$ cat src/rtl/thr_serial_pkg.sv
package thr_serial_pkg;

    typedef enum logic [1:0] {
        LD_IDLE   = 2'd0,
        LD_SHIFT  = 2'd1,
        LD_STROBE = 2'd2,
        LD_DONE   = 2'd3
    } ld_state_e;

    localparam logic CMD_THRESH = 1'b0;
    localparam logic CMD_FIRE   = 1'b1;

endpackage

$ cat src/rtl/thr_frame_build.sv
module thr_frame_build #(
    parameter int ADDR_W  = 2,
    parameter int CODE_W  = 10,
    parameter int FRAME_W = 1 + ADDR_W + CODE_W
) (
    input  logic               fire,
    input  logic [ADDR_W-1:0]  chip,
    input  logic [CODE_W-1:0]  code,
    output logic [FRAME_W-1:0] frame
);
    import thr_serial_pkg::*;

    logic [CODE_W-1:0] code_f;

    // fire commands carry an all-zero code field
    for (genvar i = 0; i < CODE_W; i++) begin : g_code_mask
        assign code_f[i] = code[i] & (fire == CMD_THRESH);
    end

    always_comb begin
        frame = {fire, chip, code_f};
    end

endmodule

$ cat src/rtl/thr_sclk_timer.sv
module thr_sclk_timer #(
    parameter int CLK_DIV = 4
) (
    input  logic clk,
    input  logic rst_n,
    input  logic run,
    output logic sclk,
    output logic fall
);
    localparam int HALF  = (CLK_DIV / 2 < 1) ? 1 : CLK_DIV / 2;
    localparam int CNT_W = (HALF > 1) ? $clog2(HALF) : 1;
    localparam logic [CNT_W-1:0] CNT_LAST = CNT_W'(HALF - 1);

    typedef struct packed {
        logic [CNT_W-1:0] cnt;
        logic             sclk;
    } tmr_t;

    tmr_t tmr_d, tmr_q;

    always_comb begin
        tmr_d = tmr_q;
        if (!run) begin
            tmr_d.cnt  = '0;
            tmr_d.sclk = 1'b0;
        end else if (tmr_q.cnt == CNT_LAST) begin
            tmr_d.cnt  = '0;
            tmr_d.sclk = ~tmr_q.sclk;
        end else begin
            tmr_d.cnt  = tmr_q.cnt + 1'b1;
        end
    end

    always_ff @(posedge clk or negedge rst_n) begin
        if (!rst_n) begin
            tmr_q <= '0;
        end else begin
            tmr_q <= tmr_d;
        end
    end

    assign sclk = tmr_q.sclk;
    assign fall = run && tmr_q.sclk && (tmr_q.cnt == CNT_LAST);

    // serial clock parks low once the shifter stops running
    p_park_low_r3: assert property (@(posedge clk) disable iff (!rst_n)
        !run |=> !sclk);

endmodule

$ cat src/rtl/thr_serial_loader.sv
module thr_serial_loader #(
    parameter int CHIPS   = 4,
    parameter int CODE_W  = 10,
    parameter int CLK_DIV = 4
) (
    input  logic                       clk,
    input  logic                       rst_n,
    input  logic                       req_valid,
    output logic                       req_ready,
    input  logic                       req_fire,
    input  logic [$clog2(CHIPS)-1:0]   req_chip,
    input  logic [CODE_W-1:0]          req_code,
    output logic                       busy,
    output logic                       done,
    output logic                       ser_clk,
    output logic                       ser_data,
    output logic                       ser_load
);
    import thr_serial_pkg::*;

    localparam int ADDR_W  = $clog2(CHIPS);
    localparam int FRAME_W = 1 + ADDR_W + CODE_W;
    localparam int IDX_W   = $clog2(FRAME_W);
    localparam logic [IDX_W-1:0] IDX_LAST = IDX_W'(FRAME_W - 1);

    typedef struct packed {
        ld_state_e          st;
        logic [FRAME_W-1:0] sreg;
        logic [IDX_W-1:0]   idx;
    } ld_t;

    ld_t ld_d, ld_q;

    logic [FRAME_W-1:0] frame;
    logic               run;
    logic               fall;

    thr_frame_build #(
        .ADDR_W (ADDR_W),
        .CODE_W (CODE_W),
        .FRAME_W(FRAME_W)
    ) i_frame (
        .fire (req_fire),
        .chip (req_chip),
        .code (req_code),
        .frame(frame)
    );

    assign run = (ld_q.st == LD_SHIFT);

    thr_sclk_timer #(
        .CLK_DIV(CLK_DIV)
    ) i_timer (
        .clk  (clk),
        .rst_n(rst_n),
        .run  (run),
        .sclk (ser_clk),
        .fall (fall)
    );

    always_comb begin
        ld_d = ld_q;
        unique case (ld_q.st)
            LD_IDLE: begin
                if (req_valid) begin
                    ld_d.st   = LD_SHIFT;
                    ld_d.sreg = frame;
                    ld_d.idx  = '0;
                end
            end
            LD_SHIFT: begin
                if (fall) begin
                    if (ld_q.idx == IDX_LAST) begin
                        ld_d.st   = LD_STROBE;
                        ld_d.sreg = '0;
                    end else begin
                        ld_d.idx  = ld_q.idx + 1'b1;
                        ld_d.sreg = {ld_q.sreg[FRAME_W-2:0], 1'b0};
                    end
                end
            end
            LD_STROBE: ld_d.st = LD_DONE;
            LD_DONE:   ld_d.st = LD_IDLE;
            default:   ld_d.st = LD_IDLE;
        endcase
    end

    always_ff @(posedge clk or negedge rst_n) begin
        if (!rst_n) begin
            ld_q <= '{st: LD_IDLE, sreg: '0, idx: '0};
        end else begin
            ld_q <= ld_d;
        end
    end

    assign ser_data  = ld_q.sreg[FRAME_W-1];
    assign ser_load  = (ld_q.st == LD_STROBE);
    assign busy      = (ld_q.st == LD_SHIFT) || (ld_q.st == LD_STROBE);
    assign done      = (ld_q.st == LD_DONE);
    assign req_ready = (ld_q.st == LD_IDLE);

    // strobe lasts a single cycle
    p_load_pulse_r4: assert property (@(posedge clk) disable iff (!rst_n)
        ser_load |=> !ser_load);

    // strobe happens with clock and data low
    p_load_quiet_r4: assert property (@(posedge clk) disable iff (!rst_n)
        ser_load |-> (!ser_clk && !ser_data));

    // completion pulse directly follows the strobe
    p_done_after_load_r5: assert property (@(posedge clk) disable iff (!rst_n)
        ser_load |=> (done && !busy));

    // ready only while nothing is in flight
    p_ready_idle_r6: assert property (@(posedge clk) disable iff (!rst_n)
        req_ready |-> (!busy && !done));

    // data steady across a high serial-clock phase
    p_data_hold_r3: assert property (@(posedge clk) disable iff (!rst_n)
        (ser_clk && $past(ser_clk)) |-> $stable(ser_data));

    // serial clock low outside a frame
    p_clk_low_idle_r3: assert property (@(posedge clk) disable iff (!rst_n)
        !busy |-> !ser_clk);

    // a request while not ready does not disturb the running frame
    p_refuse_busy_r7: assert property (@(posedge clk) disable iff (!rst_n)
        (busy && !ser_clk && !$past(ser_clk) && $past(busy)) |-> $stable(ser_data));

endmodule

$ cat config.mk
export PLATFORM = sky130hd
export DESIGN_NAME = thr_serial_loader
export DESIGN_NICKNAME = d
export VERILOG_FILES = /design/src/rtl/thr_serial_pkg.sv /design/src/rtl/thr_frame_build.sv /design/src/rtl/thr_sclk_timer.sv /design/src/rtl/thr_serial_loader.sv
export SDC_FILE = /design/constraint.sdc
export NUM_CORES = 1
export LEC_CHECK = 0
export BUFFER_PORTS_ARGS = -buffer_cell sky130_fd_sc_hd__buf_2
export CORE_MARGIN = 8
export CORE_UTILIZATION = 40
export CTS_CLUSTER_DIAMETER = 80
export CTS_CLUSTER_SIZE = 16
export DETAILED_ROUTE_END_ITERATION = 10
export SYNTH_ARGS = -nofsm -noshare
export SYNTH_HDL_FRONTEND = slang
export SYNTH_SLANG_ARGS = --single-unit
$ cat constraint.sdc
create_clock -name clk -period 1.71 [get_ports clk]
set_input_delay 0.342 -clock clk [delete_from_list [all_inputs] [get_ports clk]]
set_output_delay 0.342 -clock clk [all_outputs]
set_load 0.03 [all_outputs]
=== Yosys cells after proc, flatten, opt, wreduce, memory -nomap -nowiden ===
Index checks and enable logic that the tools add are counted.

* Register bits after elaboration: 21
* Input bits: 16
* Output and inout port bits: 6
* Logic and storage cells: 46

* Equal/unequal tests: 9
* Add/sub/neg operators: 2
* Mux-type cells: 10
* Bitwise operators: 12
* Reductions and logical operators: 8

{| class="wikitable"
|+ Operators with widths
! cell !! count
|-
| 19-bit 2-to-1 mux || 2
|-
| 17-bit one-hot mux with 2 select lines || 1
|-
| 13-bit 2-to-1 mux || 1
|-
| 1-bit AND || 10
|-
| 2-bit != test (second input constant) || 5
|-
| 2-bit one-hot mux with 4 select lines || 1
|-
| 3-bit AND reduction || 2
|-
| 4-bit by 1-bit adder with 4-bit output (second input constant) || 1
|-
| 2-bit equality test (second input constant) || 2
|-
| 4-bit equality test (second input constant) || 1
|-
| 2-bit 2-to-1 mux || 2
|-
| 4-bit 2-to-1 mux || 1
|-
| 4-bit AND reduction || 1
|-
| 2-bit by 1-bit equality test with 1-bit output (second input constant) || 1
|-
| 1-bit logical AND || 2
|-
| 2-bit zero test || 1
|-
| 1-bit 2-to-1 mux || 2
|-
| 1-bit NOT || 2
|-
| 2-bit nonzero test || 1
|-
| 1-bit adder (second input constant) || 1
|-
| 1-bit logical OR || 1
|}

=== Longest topological paths before layout ===
Gate-level depths: netlist (run 1).

* Depth in word-level cells: 5
* Depth in mapped cells: 8
* Mapped depth without buffers: 6

=== Cells and area by module ===
A second synthesis (run 1) with hierarchy kept.

* Cell total of the unflattened synthesis: 142
* Area, all modules: 1367.6 um2

{| class="wikitable"
|+ Modules (own cells, without submodules)
! module !! times used !! cells each !! sequential area each (um2) !! area each (um2)
|-
| thr_serial_loader || 1 || 123 || 475.5 || 1201.2
|-
| thr_frame_build || 1 || 13 || 0.0 || 85.1
|-
| thr_sclk_timer || 1 || 6 || 50.0 || 81.3
|}

=== Worst setup path after synthesis (run 1) ===
Ideal clock, no wire load.

* Path type: reg2reg
* From: register ld_q[17] (netlist bit)
* To: register ld_q[13] (netlist bit)
* Slack: -0.212 ns
* Required time: 1.583 ns
* Library setup time: 0.127 ns
* Stages on the path, launching flop included: 9
* Arrival: 1.795 ns
* Clock period less this slack: 1.922 ns
* Buffers on the path: 2
* Cell sequence: dfrtp_1 -> inv_1 -> ha_1 -> mux2_2 -> and2_1 -> buf_2 -> buf_6 -> nor2_1 -> nor2_1

* Elaborated cells between the ends (all ways): 9
* Classes of those cells: eq/ne (3); mux (1); reduce/logical (5)

{| class="wikitable"
|+ RTL lines
! what !! RTL line !! source
|-
| from (decl) || thr_serial_loader.sv:32 || <nowiki>ld_t ld_d, ld_q;</nowiki>
|-
| from (signal assigned) || thr_serial_loader.sv:90 || <nowiki>ld_q <= '{st: LD_IDLE, sreg: '0, idx: '0};</nowiki>
|-
| from (signal assigned) || thr_serial_loader.sv:92 || <nowiki>ld_q <= ld_d;</nowiki>
|-
| 2-bit zero test (*) || n/a ||
|-
| net req_ready || thr_serial_loader.sv:9 || <nowiki>output logic req_ready,</nowiki>
|-
| 2-bit != test (no line) / 2-bit nonzero test (equally long branches) || n/a ||
|-
| 3-bit AND reduction (no line) || n/a ||
|}

Mark *: on every way through the listed nets, which the timed path passes. The rest lies on a longest branch.
A chain may end at the register's enable or synchronous reset.

=== Worst setup path after layout (run 1) ===
* From: register ld_q[17] (netlist bit)
* To: output busy

* Word-level cells in the longest chain between the ends: 2
* Elaborated cells between the ends (all ways): 3
* Classes of those cells: eq/ne (2); reduce/logical (1)

{| class="wikitable"
|+ Ends and longest elaborated chain
! what !! RTL line !! source
|-
| 2-bit by 1-bit equality test with 1-bit output / 2-bit equality test (equally long branches) || thr_serial_loader.sv:98 || <nowiki>assign busy = (ld_q.st == LD_SHIFT) || (ld_q.st == LD_STROBE);</nowiki>
|-
| 1-bit logical OR (*) || thr_serial_loader.sv:98 ||
|-
| to (decl) || thr_serial_loader.sv:13 || <nowiki>output logic busy,</nowiki>
|}

Every way passes the cells marked *; elsewhere a longest branch is shown, timed or not.

==> impl_metrics.env, run 1 <==
export IMPL_rows=19
export IMPL_grt_pass1_wl_mm=4.02
export IMPL_avgSynthCellArea_sq_um=9.93
export IMPL_hold_end="ld_q[4]$_DFFE_PN0P_"
export IMPL_end_kind="primary output"
export IMPL_initial_utilization_pct=41.4
export IMPL_ys_seq_elements=21
export IMPL_die_height_um=69.0
export IMPL_switching_share_pct=43.8
export IMPL_holdPathStages=3
export IMPL_synth_top_cell_by_area="dfrtp_1"
export IMPL_hpwl_mm=1.74
export IMPL_min_delay_start="req_code[0]"
export IMPL_slew_headroom_pct=68.4
export IMPL_core_sq_um=2710
export IMPL_grt_max_degree=22
export IMPL_area_delta_synth_final_pct=20.8
export IMPL_drv_cap=0
export IMPL_p_comb_share_pct=58.3
export IMPL_period_share_pct=95.1
export IMPL_ir_drop_v=0.00151
export IMPL_clock_sinks=21
export IMPL_tritoncts="yes"
export IMPL_grt_usage_pct=11.1
export IMPL_dr_pass1_iters=6
export IMPL_hold_viol_final=0
export IMPL_clock_skew_ns=0.000926
export IMPL_cts_made_buffers=3
export IMPL_rsz0062_at_grt="no"
export IMPL_dieWidth_um=69.0
export IMPL_htree_levels=1
export IMPL_total_power_w=0.00271
export IMPL_clkTransAtPathRegs_ns=0.12
export IMPL_crit_fanout=3
export IMPL_worst_path_largest_cell_delay_ns=0.45
export IMPL_synthesis_instances=113
export IMPL_hold_class="in -> reg"
export IMPL_antenna_cells=0
export IMPL_wl_per_cell_um=14.0
export IMPL_power_frac_clock_pct=9.1
export IMPL_wl_mm=2.41
export IMPL_ys_types=30
export IMPL_syn_nets=135
export IMPL_drive_gt1_share_pct=34.0
export IMPL_crit_type="reg -> out"
export IMPL_tightest_slew_ns=0.474
export IMPL_cts_root_buf="clkbuf_4"
export IMPL_fillers=261
export IMPL_syn_cell_area_sq_um=1120
export IMPL_drtIter0Drc=40
export IMPL_p_leak_nw=0.626
export IMPL_required_ns=1.37
export IMPL_clk_latency_ns=0.30
export IMPL_globalRouteOverflowTotal=0
export IMPL_synth_top_area_share_pct=46.8
export IMPL_ant_nets=0
export IMPL_fmax_mhz=615
export IMPL_io_buffer_count=21
export IMPL_drc=0
export IMPL_dr_total_vias=907
export IMPL_multi_input_area_sq_um=557
export IMPL_p_int_w=0.00152
export IMPL_r2r_start="ld_q[18]$_DFFE_PN0P_"
export IMPL_grt_pass1_vias=922
export IMPL_gp_congestion=0.782
export IMPL_timing_rr_end="ld_q[18]$_DFFE_PN0P_"
export IMPL_ys_top_cells_by_area="dfrtp_1, nor2_1, a221oi_1"
export IMPL_reg2reg_slack_ns=0.10
export IMPL_path_cells="inv_2, ha_4, buf_2"
export IMPL_ys_seq_area_share_pct=46.8
export IMPL_p_sw_w=0.00119
export IMPL_setup_violations=0
export IMPL_finalCriticalPeriod_ns=1.63
export IMPL_antenna_found_initial=0
export IMPL_placed_area_sq_um=1280
export IMPL_r2r_cells=6
export IMPL_cts_buffer_depth=2
export IMPL_drv_slew=0
export IMPL_power_density_nw_per_um2=2000
export IMPL_async_reset_ff_share_pct=100
export IMPL_arrival_ns=1.28
export IMPL_dieArea_sq_um=4760
export IMPL_synth_edff_count=0
export IMPL_fin_tns_setup_ns=0
export IMPL_synth_flop_cell="dfrtp_1"
export IMPL_crit_path_start_kind="register"
export IMPL_via_per_inst=5.27
export IMPL_finalNetCount=164
export IMPL_finalInstanceArea_sq_um=1360
export IMPL_seqCellArea_sq_um=527
export IMPL_seq_power_share_pct=32.6
export IMPL_ys_warn_count=0
export IMPL_status="completed"
export IMPL_critical_path_slowest_cell="dfrtp_1"
export IMPL_top_level_ports=22
-- worst max-delay path by stage --
stage / start / end / depth (start not counted)
2_1_floorplan: ld_q[18]$_DFFE_PN0P_ / ld_q[13]$_DFFE_PN0P_ / 8
3_3_place_gp: ld_q[18]$_DFFE_PN0P_ / ld_q[18]$_DFFE_PN0P_ / 6
3_5_place_dp: ld_q[18]$_DFFE_PN0P_ / ld_q[18]$_DFFE_PN0P_ / 6
4_1_cts: ld_q[18]$_DFFE_PN0P_ / ld_q[18]$_DFFE_PN0P_ / 6
5_1_grt: ld_q[17]$_DFFE_PN0P_ / ld_q[12]$_DFFE_PN0P_ / 7
6_report: ld_q[17]$_DFFE_PN0P_ / busy / 3
-- through the flow --
step | utilization, % | worst slack [ns] | cells | hold slack [ns]
finish | 50.0 | 0.0832 | 172 | 0.278
global route | 50.0 | 0.00714 | 172 | 0.283
CTS | 49.2 | 0.0322 | 171 | 0.261
detailed placement | 47.4 | 0.0142 | 165 | 0.333
global placement | 47.4 | -0.000189 | 165 | 0.332
floorplan | - | 0.0147 | 113 | 0.0464
-- routing by layer --
layer	part of all wire (%)	up-vias	track usage [%]
met5	0	-	0
met4	1.8	0	5.01
met3	7.4	5	3.39
met2	45	23	17.5
met1	45	425	13.5
li1	-	454	-
-- sequential cells by signal (all words and copies together), names as in the netlist --
name,flops
i_timer.tmr_q,1
i_timer.sclk,1
ld_q,18
ser_data,1
-- cells in the final DEF, fill, tap and decap left out, drive strengths merged, types with 2 or more instances in the layout --
cell type  synthesis  layout
o211ai             2       2
mux2               2       2
clkbuf             1       3
a221oi             9       9
o21ai              3       3
nor2              24      24
inv                5       5
nand2              5       5
nand3              3       3
a21oi              8       8
ha                 6       6
and2               3       3
nor2b              6       6
dfrtp             21      21
buf                5      29
-- what timing repair did --
action / 4_1_cts / 5_1_grt
hold endpoints to repair: 21 / 0
resized for setup: 2 / 4
setup endpoints to repair: 2 / 7
pin swaps: 0 / 1
hold buffers: 1 / 0
setup buffers: 1 / 1
-- Yosys cell counts (2+ instances only) --
library cell	number
nand3_1	2
o21ai_0	3
and2_1	2
a221oi_1	9
mux2_2	2
a21oi_1	8
nor2_1	24
dfrtp_1	21
buf_6	2
nor2b_1	5
buf_2	2
inv_1	5
o211ai_1	2
ha_1	6
nand2_1	5
-- power groups by stage --
stage                     Sequential [W]  Clock, W  Combinational (W)
after global routing            0.000910  0.000277            0.00177
after detailed placement        0.000895         0            0.00150
after CTS                       0.000874  0.000261            0.00155
final                           0.000882  0.000246            0.00158
after floorplan                 0.000898         0            0.00120
after global placement          0.000886         0            0.00149
-- cells by family after synthesis --
kind of cell | Yosys count | synth area share (%)
and+or+nand+nor | 46 | 20.8
AOI/OAI and AO/OA | 25 | 15.7
DFF | 21 | 46.8
buffers and inverters | 11 | 6.24
adders and majority gates | 6 | 6.69
muxes | 3 | 2.90
xor gates and xnor gates | 1 | 0.781
-- critical path, delay by kind of cell, from the launching register on --
family     cells  cell delay (ns)
flops          1             0.45
buf+inv        2             0.27
fa+ha+maj      1             0.27
-- final cells by class --
class / instances / share of cell area (%)
Multi-Input combinational cell: 81 / 41.1
Sequential cell: 21 / 38.8
Timing Repair Buffer: 30 / 13.8
Tap cell: 31 / 2.86
Clock buffer: 3 / 1.66
Inverter: 5 / 1.38
Clock inverter: 1 / 0.369
No activity file was read; power rests on OpenSTA's default activity.
==> run 2, diff against run 1 <==
- CELL_PAD_IN_SITES_DETAIL_PLACEMENT: default -> 1
- CELL_PAD_IN_SITES_GLOBAL_PLACEMENT: default -> 2
- CORE_UTILIZATION: 40 -> 30
- PLACE_DENSITY_LB_ADDON: default -> 0.1
==> impl_metrics.env, run 2 (synthesis gave the netlist of run 1 again) <==
export IMPL_status="completed"
export IMPL_core_sq_um=3630
export IMPL_drtIter0Drc=35
export IMPL_worst_hold_slack_ns=0.0375
export IMPL_critPathLaunch="ld_q[18]$_DFFE_PN0P_"
export IMPL_power_density_nw_per_um2=2010
export IMPL_r2r_start="ld_q[18]$_DFFE_PN0P_"
export IMPL_drv_slew=0
export IMPL_largest_register_ffs=18
export IMPL_finalNetCount=165
export IMPL_period_share_pct=96.0
export IMPL_ant_nets=0
export IMPL_globalRouteOverflowTotal=0
export IMPL_fin_tns_setup_ns=0
export IMPL_dr_total_vias=940
export IMPL_holdBufCountCts=0
export IMPL_clk_latency_ns=0.27
export IMPL_slew_headroom_pct=65.3
export IMPL_hold_class="in -> async"
export IMPL_wl_per_cell_um=15.1
export IMPL_drive_gt1_share_pct=38.0
export IMPL_worst_slack_ns=0.0689
export IMPL_p_leak_nw=0.651
export IMPL_finalCriticalPeriod_ns=1.64
export IMPL_cts_buffer_depth=2
export IMPL_r2r_cells=6
export IMPL_ir_drop_v=0.000790
export IMPL_clock_skew_ns=0.0109
export IMPL_initial_utilization_pct=30.9
export IMPL_hpwl_mm=2.06
export IMPL_final_common_cell="nor2_1"
export IMPL_worstSetupPathDepth=6
export IMPL_timing_rr_end="ld_q[18]$_DFFE_PN0P_"
export IMPL_cts_root_buf="clkbuf_8"
export IMPL_via_per_inst=4.95
export IMPL_dp_cells=184
export IMPL_path_cells="inv_2, ha_2, a21bo_2, nor2b_2, nand2b_4, mux2_2"
export IMPL_cts_made_buffers=3
export IMPL_area_delta_synth_final_pct=26.1
export IMPL_preCtsSetupSlack_ns=-0.0548
export IMPL_required_ns=1.86
export IMPL_fmax_mhz=609
export IMPL_dieWidth_um=77.2
export IMPL_grt_pass1_wl_mm=4.86
export IMPL_wl_mm=2.86
export IMPL_critPathBufInv=1
export IMPL_crit_path_start_kind="register"
export IMPL_rsz0062_at_grt="yes"
export IMPL_largest_register="ld_q"
export IMPL_dr_pass1_iters=2
export IMPL_worst_path_largest_cell_delay_ns=0.39
export IMPL_tightest_slew_ns=0.521
export IMPL_hold_viol_final=0
export IMPL_drc=0
export IMPL_end_kind="register"
export IMPL_layout_common_cells="nor2_1, dfrtp_1, buf_2"
export IMPL_grt_pass1_vias=1037
export IMPL_gp_congestion=0.774
export IMPL_tritoncts="yes"
export IMPL_htree_levels=1
export IMPL_clkTransAtPathRegs_ns=0.09
export IMPL_critPathCapture="ld_q[18]$_DFFE_PN0P_"
export IMPL_io_buffer_count=21
export IMPL_crit_type="reg -> reg"
export IMPL_reg2reg_slack_ns=0.07
export IMPL_antenna_cells=0
export IMPL_dieArea_sq_um=5950
export IMPL_antenna_found_initial=0
export IMPL_die_height_um=77.2
export IMPL_setup_violations=0
export IMPL_grt_usage_pct=9.92
export IMPL_arrival_ns=1.79
export IMPL_drv_cap=0
export IMPL_critical_path_slowest_cell="dfrtp_1"
export IMPL_grt_max_degree=22
export IMPL_top_level_ports=22
export IMPL_crit_fanout=5
export IMPL_crit_family="flip-flops"
export IMPL_layout_cells_non_filler=190
export IMPL_rows=22
export IMPL_clock_sinks=21
run 2: layout make-up:
cell class	count	area, sq um
repair buffers	31	184
clock buffers	3	41.3
fillers	441	2220
multi-input cells	81	581
clock inverters	1	5.00
well taps	48	60.1
flip-flops and latches	21	526
inverters	5	18.8
run 2: metal layers:
metal / GRT usage (%) / wire length, um / vias up
li1: - / - / 457
met1: 12.8 / 1370 / 462
met2: 15.3 / 1350 / 17
met3: 2.45 / 104 / 4
met4: 3.96 / 42 / 0
met5: 0 / 0 / -
run 2: per-stage QoR:
stage,instance area (sq um),power (W),utilization (%)
floorplan,1130,0.00210,-
global placement,1310,0.00238,36.0
detailed placement,1310,0.00242,36.0
CTS,1370,0.00281,37.7
global route,1420,0.00312,38.9
finish,1420,0.00285,38.9
run 2: what timing repair did:
action	CTS	global route
pin swaps	1	0
setup endpoints to repair	5	9
resized for setup	1	9
buffers inserted	2	0
run 2: power breakdown:
group | total [W] | switching, W | leakage [nW] | internal (W)
combinational | 0.00164 | 0.000946 | 0.372 | 0.000691
clock | 0.000335 | 0.000173 | 0.0255 | 0.000163
sequential | 0.000879 | 0.000147 | 0.254 | 0.000731
run 2: worst min-delay path by stage:
stage                               endpoint  slack (ns)  depth (start not counted)
floorplan           i_timer.sclk$_DFFE_PN0N_        0.05                          0
global placement        ser_data$_DFFE_PN0P_        0.35                          1
detailed placement      ser_data$_DFFE_PN0P_        0.35                          1
CTS                     ser_data$_DFFE_PN0P_        0.06                          1
global route            ser_data$_DFFE_PN0P_        0.08                          1
finish                  ser_data$_DFFE_PN0P_        0.04                          1
